**config.mk**
```make
export PLATFORM = sky130hd
export DESIGN_NAME = agu_top
export DESIGN_NICKNAME = d
export VERILOG_FILES = /design/src/rtl/agu_pkg.sv /design/src/rtl/agu_ea.sv /design/src/rtl/agu_seg.sv /design/src/rtl/agu_limit.sv /design/src/rtl/agu_top.sv
export SDC_FILE = /design/constraint.sdc
export NUM_CORES = 1
export LEC_CHECK = 0
export BUFFER_PORTS_ARGS = -buffer_cell sky130_fd_sc_hd__buf_2
export CAP_MARGIN = 20
export CORE_MARGIN = 5
export CORE_UTILIZATION = 41
export CTS_BUF_LIST = sky130_fd_sc_hd__clkbuf_4
export DETAILED_ROUTE_END_ITERATION = 8
export SLEW_MARGIN = 10
export SYNTH_ARGS = -nofsm -noshare
export SYNTH_HDL_FRONTEND = slang
export SYNTH_SLANG_ARGS = --single-unit
export TNS_END_PERCENT = 30
```
**constraint.sdc**
```tcl
create_clock -name clk -period 1 [get_ports clk]
set_clock_uncertainty 0.05 [all_clocks]
set_input_delay 0.1 -clock clk [delete_from_list [all_inputs] [get_ports clk]]
set_output_delay 0.1 -clock clk [all_outputs]
set_load 0.02 [all_outputs]
```
**src/rtl/agu_pkg.sv**
```systemverilog
package agu_pkg;

    // access size codes: bytes = 1 << code
    typedef enum logic [1:0] {
        SZ_B1 = 2'd0,
        SZ_B2 = 2'd1,
        SZ_B4 = 2'd2,
        SZ_B8 = 2'd3
    } acc_size_e;

    localparam int SCALE_OPTS = 4;

    // bytes in the access minus one
    function automatic logic [3:0] span_minus1(input logic [1:0] code);
        logic [3:0] one_hot;
        one_hot = 4'b0001 << code;
        return one_hot - 4'd1;
    endfunction

endpackage

```
**src/rtl/agu_ea.sv**
```systemverilog
module agu_ea #(
    parameter int AW = 32
) (
    input  logic [AW-1:0] base_val,
    input  logic          base_en,
    input  logic [AW-1:0] index_val,
    input  logic          index_en,
    input  logic [1:0]    scale_code,
    input  logic [AW-1:0] disp,
    output logic [AW-1:0] ea
);
    import agu_pkg::*;

    logic [AW-1:0] scaled_opts [SCALE_OPTS];
    logic [AW-1:0] base_term_d;
    logic [AW-1:0] index_term_d;

    // one shifted copy of the index per legal scale
    for (genvar g = 0; g < SCALE_OPTS; g++) begin : g_scale
        assign scaled_opts[g] = index_val << g;
    end

    always_comb begin
        base_term_d  = base_en  ? base_val : '0;
        index_term_d = index_en ? scaled_opts[scale_code] : '0;
        ea           = base_term_d + index_term_d + disp;
    end

endmodule

```
**src/rtl/agu_seg.sv**
```systemverilog
module agu_seg #(
    parameter int AW     = 32,
    parameter int SW     = 16,
    parameter int RW     = 16,
    parameter int SEG_SH = 4
) (
    input  logic [AW-1:0] ea,
    input  logic          prot_mode,
    input  logic [SW-1:0] seg_val,
    input  logic [AW-1:0] desc_base,
    output logic [AW-1:0] lin
);
    localparam int SEGX = SW + SEG_SH;

    logic [AW-1:0] seg_ext_d;
    logic [AW-1:0] off_real_d;
    logic [AW-1:0] lin_real_d;
    logic [AW-1:0] lin_prot_d;

    always_comb begin
        seg_ext_d  = {{(AW-SEGX){1'b0}}, seg_val, {SEG_SH{1'b0}}};
        off_real_d = {{(AW-RW){1'b0}}, ea[RW-1:0]};
        lin_real_d = seg_ext_d + off_real_d;
        lin_prot_d = desc_base + ea;
        lin        = prot_mode ? lin_prot_d : lin_real_d;
    end

endmodule

```
**src/rtl/agu_limit.sv**
```systemverilog
module agu_limit #(
    parameter int AW  = 32,
    parameter int LW  = 20,
    parameter int PSH = 12
) (
    input  logic [AW-1:0] ea,
    input  logic [1:0]    acc_size,
    input  logic          gran,
    input  logic [LW-1:0] limit,
    output logic          fault
);
    import agu_pkg::*;

    localparam int ELW = LW + PSH;

    logic [ELW-1:0] eff_lim_d;
    logic [AW:0]    last_byte_d;
    logic [AW:0]    span_d;
    logic [AW:0]    eff_ext_d;

    always_comb begin
        eff_lim_d   = gran ? {limit, {PSH{1'b1}}} : {{PSH{1'b0}}, limit};
        span_d      = '0;
        span_d[3:0] = span_minus1(acc_size);
        last_byte_d = {1'b0, ea} + span_d;
        eff_ext_d   = {{(AW+1-ELW){1'b0}}, eff_lim_d};
        fault       = last_byte_d > eff_ext_d;
    end

endmodule

```
**src/rtl/agu_top.sv**
```systemverilog
module agu_top #(
    parameter int AW     = 32,
    parameter int SW     = 16,
    parameter int RW     = 16,
    parameter int LW     = 20,
    parameter int PSH    = 12,
    parameter int SEG_SH = 4
) (
    input  logic          clk,
    input  logic          rst_n,
    input  logic          req_valid,
    input  logic [AW-1:0] base_val,
    input  logic          base_en,
    input  logic [AW-1:0] index_val,
    input  logic          index_en,
    input  logic [1:0]    scale_code,
    input  logic [AW-1:0] disp,
    input  logic          prot_mode,
    input  logic [SW-1:0] seg_val,
    input  logic [AW-1:0] desc_base,
    input  logic [LW-1:0] desc_limit,
    input  logic          desc_gran,
    input  logic          desc_big,
    input  logic [1:0]    acc_size,
    output logic          out_valid,
    output logic [AW-1:0] lin_addr,
    output logic          op32,
    output logic          limit_fault
);
    typedef struct packed {
        logic          vld;
        logic [AW-1:0] lin;
        logic          op32;
        logic          flt;
    } agu_out_t;

    agu_out_t      out_d, out_q;
    logic [AW-1:0] ea_w;
    logic [AW-1:0] lin_w;
    logic          flt_w;

    agu_ea #(.AW(AW)) u_ea (
        .base_val  (base_val),
        .base_en   (base_en),
        .index_val (index_val),
        .index_en  (index_en),
        .scale_code(scale_code),
        .disp      (disp),
        .ea        (ea_w)
    );

    agu_seg #(.AW(AW), .SW(SW), .RW(RW), .SEG_SH(SEG_SH)) u_seg (
        .ea        (ea_w),
        .prot_mode (prot_mode),
        .seg_val   (seg_val),
        .desc_base (desc_base),
        .lin       (lin_w)
    );

    agu_limit #(.AW(AW), .LW(LW), .PSH(PSH)) u_lim (
        .ea        (ea_w),
        .acc_size  (acc_size),
        .gran      (desc_gran),
        .limit     (desc_limit),
        .fault     (flt_w)
    );

    always_comb begin
        out_d     = out_q;
        out_d.vld = req_valid;
        if (req_valid) begin
            out_d.lin  = lin_w;
            out_d.op32 = prot_mode & desc_big;
            out_d.flt  = prot_mode & flt_w;
        end
    end

    always_ff @(posedge clk or negedge rst_n) begin
        if (!rst_n) out_q <= '0;
        else        out_q <= out_d;
    end

    assign out_valid   = out_q.vld;
    assign lin_addr    = out_q.lin;
    assign op32        = out_q.op32;
    assign limit_fault = out_q.flt;


    real_no_fault_chk: assert property (@(posedge clk) disable iff (!rst_n)
        (req_valid && !prot_mode) |=> !limit_fault);


    strobe_follow_chk: assert property (@(posedge clk) disable iff (!rst_n)
        req_valid |=> out_valid);


    idle_hold_chk: assert property (@(posedge clk) disable iff (!rst_n)
        !req_valid |=> (!out_valid && $stable(lin_addr) && $stable(limit_fault)));


    size_wide_chk: assert property (@(posedge clk) disable iff (!rst_n)
        (req_valid && prot_mode && desc_big) |=> op32);


    size_real_chk: assert property (@(posedge clk) disable iff (!rst_n)
        (req_valid && !prot_mode) |=> !op32);


    zero_off_byte_chk: assert property (@(posedge clk) disable iff (!rst_n)
        (req_valid && !base_en && !index_en && disp == '0 && acc_size == 2'd0)
        |=> !limit_fault);

endmodule

```
* After elaboration in Yosys (flattened, before gate mapping)
Index checks and enable logic that the tools add are counted.
Storage, ports and cells: register bits 35, input bits 176, output and inout port bits 35, logic and storage cells 23
Cells by class: magnitude comparators 2, muxes and demuxes 7, $add $sub $neg 6, shift-type cells 1, bitwise logic cells 3
Operators with widths (count):
- $mux W32 | 6
- $add A32 B32 Y32 | 3
- $bmux W32 S2 | 1
- $add A32 B4 Y33 | 1
- $gt A33 B32 Y1 | 1
- $add A20 B16 Y21 | 1
- $shl A1 B2 Y4 const A | 1
- $sub A4 B1 Y4 const B | 1
- $ge A3 B3 Y1 const B | 1
- $not A2 Y3 | 1
- $and A1 B1 Y1 | 2

* Depth between registers and ports, before layout
Gate-level depths: netlist of run 1.
depth after elaboration 10, depth in mapped cells 28, depth with buffers taken out 25

* Cells and area by module
Synthesis of run 1 repeated with hierarchy kept, for this count alone.
Second synthesis, totals: cell total of the unflattened synthesis 1060, area, all modules 9161.3 um^2
Modules (own cells, without submodules):
- agu_ea | area each 3467.1 um^2, cells each 386, seq. area each 0.0 um^2, times used 1
- agu_seg | area each 2705.1 um^2, cells each 386, seq. area each 0.0 um^2, times used 1
- agu_limit | area each 1565.3 um^2, cells each 211, seq. area each 0.0 um^2, times used 1
- agu_top | area each 1423.9 um^2, cells each 77, seq. area each 875.8 um^2, times used 1

* Least setup slack after synthesis of run 1
No wires, ideal clock.
path kind input to register, from input port scale_code[0], to register out_q (netlist bit limit_fault), stages 27, arrival 6.135 ns, slack -5.311 ns, setup time 0.127 ns, path buffers 3, path through clkbuf_1 buf_1 mux4_2 and2_1 fa_1 ha_1 buf_6 a21o_2 a21o_1 a221o_1 o21ai_2 o21ai_0 xor2_1 nand4_4 nor3_4 nand3_1 xnor2_1 ha_1 a21o_1 a21o_1 a221oi_1 o21ai_0 nand3_1 nand2_1 a221o_1 a22oi_1 o21ai_1
On the way: word-level cells in the longest chain between the ends 10
RTL lines:
- from (decl) | line agu_top.sv:16 | input logic [1:0] scale_code,
- $not A2 Y3 (implied by the code) | line agu_ea.sv:25 | index_term_d = index_en ? scaled_opts[scale_code] : '0;
- $bmux W32 S2 | line agu_ea.sv:25
- $mux W32 (implied by the code) (2 in a row) | line agu_ea.sv:25
- $mux W32 | line agu_ea.sv:25
- $add A32 B32 Y32 (2 in a row) | line agu_ea.sv:26 | ea = base_term_d + index_term_d + disp;
- $add A32 B4 Y33 | line agu_limit.sv:25 | last_byte_d = {1'b0, ea} + span_d;
- $gt A33 B32 Y1 | line agu_limit.sv:27 | fault = last_byte_d > eff_ext_d;
- $and A1 B1 Y1 | line agu_top.sv:74 | out_d.flt = prot_mode & flt_w;
- to (signal assigned) | line agu_top.sv:80 | else out_q <= out_d;
- to (decl) | line agu_top.sv:37 | agu_out_t out_d, out_q;
No other way between the ends. The select of a mux whose other input is x is not followed. A chain may end at the register's enable or synchronous reset.

* Worst setup path in the final report of run 1
Same ends and word-level chain as after synthesis.

==> results of run 1 <==
==> power groups by stage <==
| stage | registers [mW] | logic (mW) | clock network (mW) |
|---|---|---|---|
| CTS | 2.32 | 23.6 | 0.803 |
| floorplan | 3.10 | 11.7 | 0 |
| global route | 2.42 | 28.3 | 0.855 |
| global placement | 2.34 | 20.8 | 0 |
| finish | 2.35 | 26.0 | 0.775 |
| detailed placement | 2.34 | 21.1 | 0 |
==> worst max-delay path by stage <==
stage / to / slack, ns / depth (start not counted)
after floorplan: limit_fault / -4.48 / 27
after global placement: limit_fault / -4.54 / 26
after detailed placement: limit_fault / -4.67 / 27
after CTS: limit_fault / -4.12 / 27
after global routing: limit_fault / -4.37 / 26
final: limit_fault / -4.15 / 29
==> stage by stage <==
stage	total power [mW]	TNS (ns)
after floorplan	14.8	-108.86
after global placement	23.2	-119.56
after detailed placement	23.5	-121.90
after CTS	26.7	-101.37
after global routing	31.5	-111.88
final	29.1	-104.33
==> flip-flops by register name, summed over array words and instances (netlist names) <==
signal and count:
lin_addr 32, limit_fault 1, op32 1, out_valid 1
==> area by class of cell <==
| class | count | area, um^2 |
|---|---|---|
| well taps | 270 | 338 |
| inverters | 25 | 93.8 |
| diodes | 5 | 12.5 |
| fillers | 1655 | 6520 |
| clock buffers | 5 | 37.5 |
| clock inverters | 2 | 8.76 |
| flip-flops and latches | 35 | 876 |
| repair buffers | 543 | 3780 |
| multi-input cells | 880 | 8560 |
==> worst max-delay path: cells and delay by family <==
kind            cells  cell delay (ns)
buf+inv             5             0.65
fa+ha+maj           3             1.09
xor+xnor            2             0.38
mux                 1             0.48
simple gates        7             0.93
compound gates     11             1.69
==> layer usage <==
metal  up-vias  share of wire, %
met1      4384                45
li1       4667                 -
met5         -                 0
met4         0               1.9
met2       305                47
met3        40               5.4
==> repair_timing <==
action                     4_1_cts  5_1_grt
setup endpoints to repair       68       68
resized for setup              158       97
pin swaps                       98       78
hold endpoints to repair        36        0
cloned                           1        0
hold buffers                     2        0
setup buffers                   18       21
==> cells in the final DEF, fill, tap and decap left out, types with 10 or more instances in the layout <==
cell type  synthesis  layout
a21o_1            36      36
o21ai_0           39      16
inv_1             25      23
buf_2              4     202
nand2_1           62      58
nor2_1            77      70
nand3_1           27      22
buf_4              0     303
o2bb2ai_1         10      10
fa_1              35      31
mux4_2            28      28
o21a_1            10      10
ha_1             109      78
ha_4               0      30
buf_6              2      29
xnor2_2            4      17
a21oi_2            2      28
and2_1            61      54
o21ai_1            5      12
mux2i_1           15      15
dfrtp_1           35      35
nand4_1           21      21
xnor2_1           58      44
o21ai_2            2      13
a21oi_1           89      59
xor2_1            27      25
==> logic make-up (layout without fill, tap and decap cells) <==
logic type	count (synthesis)	count (layout)	synth area share, %
fa+ha+maj	144	144	24.5
compound gates	272	272	21.4
simple gates	326	326	20.8
buf+inv	65	575	3.13
other cells	1	6	0.0445
xor+xnor	92	92	10.3
flops	35	35	10.4
mux	45	45	9.52
==> run metrics, run 1 <==
number of synthesized flops with an enable pin 0; Post-Syn Instances 980; top post-synthesis cells by count 109 x ha_1, 89 x a21oi_1, 77 x nor2_1, 62 x nand2_1, 61 x and2_1; final worst path period share 515%; met2 Track Usage GR 39.2%; met3 global-route usage 1.89%; number of remaining DRC errors 0; RR Endpoint limit_fault; fin area 0.0137 mm^2; share of total power in combinational logic 89.3%; detailed-router iteration count before antenna repair 5; Most used DFF post-synth dfrtp_1; Root Driver clkbuf_4; wire per inst 16.2 um; Worst Setup End Kind flop; Slew @ Worst Pin 0.544 ns; Final ANT Viol Nets 0; CTS tree built; critical path's largest stage delay 0.51 ns; setup ws final -4.15 ns; reg-to-reg setup timing slack 0.17 ns; HP Class input port to flop; DIE AREA 0.0235 mm^2; die height 153 um; power density cells 2130 mW/mm^2; CTS buffer count 5; initial antenna violation count 1; fin util 67.8%; FP Rows 52; core area 0.0202 mm^2; unrepaired setup endpoints after global routing true; Synth Warn # 0; Worst Hold Path EP lin_addr[31]; H-tree levels 2; I/O Pins 211; Worst EP required 1.19 ns; GRT Total Usage 23.0%; DR vias/cell 5.32; placed instance count 1,712; Placed Area 0.0120 mm^2; Iter 0 DRT Violations 394; Avg Cell Area, Syn 8.61 um^2; final non-filler cell total 1,765; relative slew slack 63.4%; Reg2Reg Depth 2; status finished, violations left; Sw Share 46.0%; synthesized area 0.00843 mm^2; vias in the first global route 9,528; final wirelength 28,700 um; WP data arrival 5.35 ns; Fmax 194 MHz; total grt overflow 0; Slowest-stage cell, CP fa_1; syn nets 1,300; Seq cells post-synth 35; worst hold margin 0.0792 ns; violated checks negative setup slack; Seq pwr share 8.1%; clock sink count 35; Hold Startpoint desc_base[31]; Setup crit start scale_code[0]; layout cell share with drive strength beyond 1 52.4%; Worst R2R Start limit_fault; IR drop worst, VDD 0.897 mV; largest buffer count on any clock path 2; busiest layer in global routing met2; Yosys top cell area share 16.2%; highest net fanout along the worst path 6; input/output buffers 210; leak pwr 6.51 nW; asr flop ratio synth 100%; Cell Int Power 15.7 mW; Starting Density 41.7%; Post-DP HPWL 23,300 um; gpl congestion 0.900; Final setup viols 68; Setup crit start kind input port; largest net degree at the start of global routing 36; top post-synthesis cells by area ha_1 16%, dfrtp_1 10%, fa_1 8.3%, mux4_2 7.5%, xnor2_1 6.0%; crit path time final 5.15 ns; Clock Latency Late Sink 0.35 ns; Nets 1,810; most frequent cell after synthesis ha_1; vias 9,396; Layout area overhead 62.6%; Hold Path Cell Cnt 3; CP Class input port to flop; Switch Pwr 13.4 mW; met1 usage 32.1%; Unique masters post-synth 85; Seq/Total Area, Yosys 10.4%; CTS clk-pin slew, worst paths 0.11 ns; Final Hold Viols 0; max capacitance violation total 0; first-pass GRT wire length 45,700 um; Slew Limit Fails 0; dominant cell type by area after synthesis ha_1; Die Width 153 um; Clk pwr share 2.7%; pre-CTS setup slack -4.67 ns
No activity file was read; power rests on OpenSTA's default activity.
==> run 2: changes to the inputs <==
Settings changed: PLACE_DENSITY_LB_ADDON set to 0.1.
==> run 2 against run 1 <==
The flow still finishes with violations (negative setup slack); sequential cell count is the same; critical path depth is 2 lower; fmax is 0.15% higher; non-clock buffer count decreased by 29; count of clock-buffer cells in the layout is the same; critical path type unchanged; largest power group unchanged.
==> run metrics, run 2 (same netlist as run 1, synthesis figures left out) <==
status finished, violations left; violated checks negative setup slack; final wirelength 27,000 um; largest net degree at the start of global routing 36; reg-to-reg setup timing slack 0.17 ns; Worst R2R Start limit_fault; setup ws final -4.15 ns; Iter 0 DRT Violations 395; Largest register FFs 32; largest buffer count on any clock path 2; max capacitance violation total 0; Layout area overhead 53.9%; detailed-router iteration count before antenna repair 7; Setup crit start kind input port; Final Hold Viols 0; Buf+Inv Stages, Crit Path 4; power density cells 2080 mW/mm^2; FP Rows 52; wire per inst 15.6 um; Worst path top cell family by delay compound AO/OA/AOI/OAI gates; RR Endpoint limit_fault; DR vias/cell 5.26; Final setup viols 68; GRT Total Usage 22.6%; HP Class input port to flop; Root Driver clkbuf_4; Pwr Total 27.0 mW; Worst EP required 1.22 ns; core area 0.0202 mm^2; Final ANT Viol Nets 0; cell mode on critical path a21o_1; Switch Pwr 12.5 mW; final worst path period share 515%; Seq pwr share 8.7%; Starting Density 41.7%; critical path's largest stage delay 0.58 ns; input/output buffers 210; Worst Setup End Kind flop; vias in the first global route 9,191; total grt overflow 0; WP data arrival 5.37 ns; relative slew slack 66.0%; highest net fanout along the worst path 5; Worst Hold Path EP out_valid; Hold Path Cell Cnt 2; H-tree levels 2; crit path time final 5.15 ns; first-pass GRT wire length 44,600 um; Sw Share 46.3%; CP Class input port to flop; vias 9,126; Slew @ Worst Pin 0.506 ns; die height 153 um; Slowest-stage cell, CP fa_1; CTS clk-pin slew, worst paths 0.13 ns; final non-filler cell total 1,734; Die Width 153 um; Slew Limit Fails 0; Fmax 194 MHz; initial antenna violation count 4; DIE AREA 0.0235 mm^2; IR drop worst, VDD 0.787 mV; Nets 1,781; Post-DP HPWL 23,100 um; clock sink count 35; Clk pwr share 2.9%; commonest non-fill, non-tap cell in the layout buf_4; placed instance count 1,696; gpl congestion 0.909; Clock Latency Late Sink 0.37 ns; unrepaired setup endpoints after global routing true; I/O Pins 211; Hold Startpoint req_valid; commonest cells after routing, fill and taps aside 280 x buf_4, 203 x buf_2, 92 x ha_1; Filler Cells Inserted 1,769; number of remaining DRC errors 0; CTS tree built; layout cell share with drive strength beyond 1 47.6%; Reg2Reg Depth 2; CTS buffer count 5; Cell Int Power 14.5 mW; leak pwr 6.29 nW; Setup crit start scale_code[0]; share of total power in combinational logic 88.4%
[run 2: worst reg2reg max path, cell delays in order (launching register included)]
cell	delay, ns
dfrtp_1	0.42
a22oi_1	0.17
o21ai_1	0.08
[run 2: how the worst max path moves through the flow]
stage | to | slack (ns) | cells after the start
3_5_place_dp | limit_fault | -4.66 | 25
4_1_cts | limit_fault | -4.14 | 25
6_report | limit_fault | -4.15 | 27
2_1_floorplan | limit_fault | -4.48 | 27
3_3_place_gp | limit_fault | -4.53 | 27
5_1_grt | limit_fault | -4.43 | 26
[run 2: power groups by stage]
stage	sequential, mW	combinational, mW	clock [mW]
after floorplan	3.10	11.7	0
after global placement	2.34	20.7	0
after detailed placement	2.34	21.0	0
after CTS	2.32	22.9	0.817
after global routing	2.43	26.3	0.883
final	2.34	23.9	0.795
[run 2: stage by stage]
stage          utilization (%)  area [um^2]  setup TNS, ns  hold slack [ns]  worst slack, ns
6_report                  64.1        13000        -105.34           0.0222            -4.15
5_1_grt                   64.1        13000        -114.27           0.0191            -4.43
4_1_cts                   62.5        12600        -104.84           0.0165            -4.14
3_5_place_dp              58.9        11900        -120.91           0.0314            -4.66
3_3_place_gp              58.9        11900        -119.89           0.0266            -4.53
2_1_floorplan                -         8600        -108.86           -0.246            -4.48
[run 2: timing repair]
| item | 4_1_cts | 5_1_grt |
|---|---|---|
| buffers inserted | 15 | 11 |
| gates cloned | 1 | 0 |
| endpoints found under the hold margin | 36 | 0 |
| resized for setup | 123 | 48 |
| hold buffers | 2 | 0 |
| endpoints found under the setup margin | 68 | 68 |
| pin swaps | 67 | 36 |
[run 2: layer usage]
| metal | track usage (%) | up-vias | routed length [um] |
|---|---|---|---|
| met2 | 38.1 | 246 | 12700 |
| met4 | 3.20 | 6 | 221 |
| met5 | 0 | - | 31 |
| li1 | - | 4596 | - |
| met1 | 32.1 | 4258 | 12600 |
| met3 | 2.32 | 20 | 1380 |
[run 2: layout make-up]
| class | instances | area, um^2 | share of cell area, % |
|---|---|---|---|
| multi-input combinational | 880 | 8070 | 62.2 |
| timing repair buffer | 514 | 3550 | 27.3 |
| sequential | 35 | 876 | 6.75 |
| tap | 270 | 338 | 2.60 |
| inverter | 25 | 93.8 | 0.723 |
| clock buffer | 5 | 37.5 | 0.289 |
| clock inverter | 2 | 8.76 | 0.0675 |
| antenna | 3 | 7.51 | 0.0578 |
==> run 3: changes to the inputs <==
Clock period 1 ns to 5.8 ns, I/O delays scaled along.
==> run 3 against run 2 <==
The flow now finishes without violations; core utilization is 7.0 points lower; critical path depth is 1 higher; worst hold slack better by 0.23 ns; design area is 11% lower; final cell count is 6.5% lower; count of clock-buffer cells in the layout stayed put; via count is 5.7% lower; non-clock buffer count is 113 lower; combinational power is 85% lower; power is 85% lower; sequential share of layout area is 0.82 points higher; critical endpoint unchanged.
==> run metrics, run 3 (same netlist as run 1, synthesis figures left out) <==
unrepaired setup endpoints after global routing true; WP data arrival 5.83 ns; max capacitance violation total 0; Root Driver clkbuf_4; fin area 0.0116 mm^2; gpl congestion 0.897; number of remaining DRC errors 0; die height 153 um; final wirelength 26,100 um; Largest register FFs 32; final non-filler cell total 1,621; final worst path period share 96.9%; Slew Limit Fails 0; Layout area overhead 37.2%; Post-DP HPWL 22,400 um; detailed-router iteration count before antenna repair 5; highest net fanout along the worst path 6; Starting Density 41.7%; Clock Latency Late Sink 0.37 ns; vias 8,603; Final ANT Viol Nets 0; status finished, final reports clean; Worst EP required 6.01 ns; FP Rows 52; total grt overflow 0; Final setup viols 0; relative slew slack 42.9%; CTS clk-pin slew, worst paths 0.13 ns; placed instance count 1,603; largest buffer count on any clock path 2; input/output buffers 210; I/O Pins 211; Die Width 153 um; core area 0.0202 mm^2; initial antenna violation count 1; worst hold margin 0.252 ns; DIE AREA 0.0235 mm^2; GRT Total Usage 21.3%; Fmax 178 MHz; Worst R2R Start limit_fault; Slew @ Worst Pin 0.854 ns; HP Class input port to async pin; IR drop worst, VDD 0.113 mV; crit path time final 5.62 ns; clock sink count 35; layout cell share with drive strength beyond 1 39.0%; Iter 0 DRT Violations 435; largest net degree at the start of global routing 40; CTS tree built; DR vias/cell 5.31; wire per inst 16.1 um; vias in the first global route 8,601; Setup crit start scale_code[0]; CP Class input port to flop; commonest non-fill, non-tap cell in the layout buf_2; CTS buffer count 5; Nets 1,668; H-tree levels 2; Post-CTS Hold Fix Bufs 0; leak pwr 5.62 nW; Final Hold Viols 0; power density cells 348 mW/mm^2; Placed Area 0.0111 mm^2; Filler Cells Inserted 1,947; first-pass GRT wire length 41,900 um; Setup crit start kind input port; fin util 57.2%; Worst Setup End Kind flop; commonest cells after routing, fill and taps aside 209 x buf_2, 186 x buf_4, 98 x ha_1
-- run 3: layout make-up --
| class | instances | area [um^2] | area share [%] |
|---|---|---|---|
| diodes | 3 | 7.51 | 0.0649 |
| flip-flops and latches | 35 | 876 | 7.57 |
| clock buffers | 5 | 37.5 | 0.324 |
| well taps | 270 | 338 | 2.92 |
| inverters | 25 | 93.8 | 0.811 |
| clock inverters | 2 | 8.76 | 0.0757 |
| repair buffers | 401 | 2540 | 21.9 |
| multi-input cells | 880 | 7670 | 66.3 |
-- run 3: through the flow --
step	setup WS [ns]	power (mW)	TNS, ns
4_1_cts	0.0188	3.91	0
2_1_floorplan	-0.157	2.54	-0.157
3_3_place_gp	-0.434	3.72	-1.98
6_report	0.183	4.02	0
5_1_grt	-0.142	4.43	-0.142
3_5_place_dp	-0.503	3.75	-2.72
-- run 3: timing repair --
action                     in CTS  in global routing
gates cloned                    0                  1
pin swaps                       0                 41
buffers inserted                0                  8
resized for setup               2                 63
setup endpoints to repair       2                 10
-- run 3: where the power goes --
group,switching [mW],internal (mW),total (mW)
clock,0.0928,0.0430,0.136
combinational,1.79,1.70,3.48
sequential,0.0533,0.347,0.400
-- run 3: worst max-delay path, stage by stage --
cell and delay [ns]:
buf_8 0.10, buf_12 0.13, mux2i_2 0.15, nor3b_2 0.22, fa_1 0.44, ha_2 0.20
fa_2 0.43, a211oi_4 0.32, o21ai_1 0.12, a2111o_1 0.42, and3_1 0.23, nand3b_1 0.11
and4b_2 0.26, nand4_1 0.20, buf_4 0.15, buf_4 0.10, nor2_2 0.03, xor2_1 0.15
ha_1 0.31, a21o_1 0.16, a21o_1 0.18, a21oi_2 0.13, o21ai_1 0.07, nand3_1 0.08
nand2_1 0.05, a221o_1 0.28, a22oi_1 0.14, o21ai_1 0.09
-- run 3: worst paths after layout --
path | endpoint | slack [ns] | cells past startpoint
worst max-delay path | limit_fault | 0.18 | 28
worst min-delay path | op32 | 0.25 | 1
worst max register to register | limit_fault | 4.96 | 2
worst min register to register | lin_addr[27] | 0.46 | 1
max in group asynchronous | lin_addr[15] | 4.91 | 1
min in group clk | op32 | 0.41 | 3
-- run 3: metal layers --
metal,wire length (um),vias to the layer above,global-route usage [%],part of all wire (%)
met5,0,-,0,0
met4,577,0,4.58,2.2
met3,1300,24,2.01,5.0
met2,11400,235,33.9,44
met1,12800,3968,31.5,49
li1,-,4376,-,-
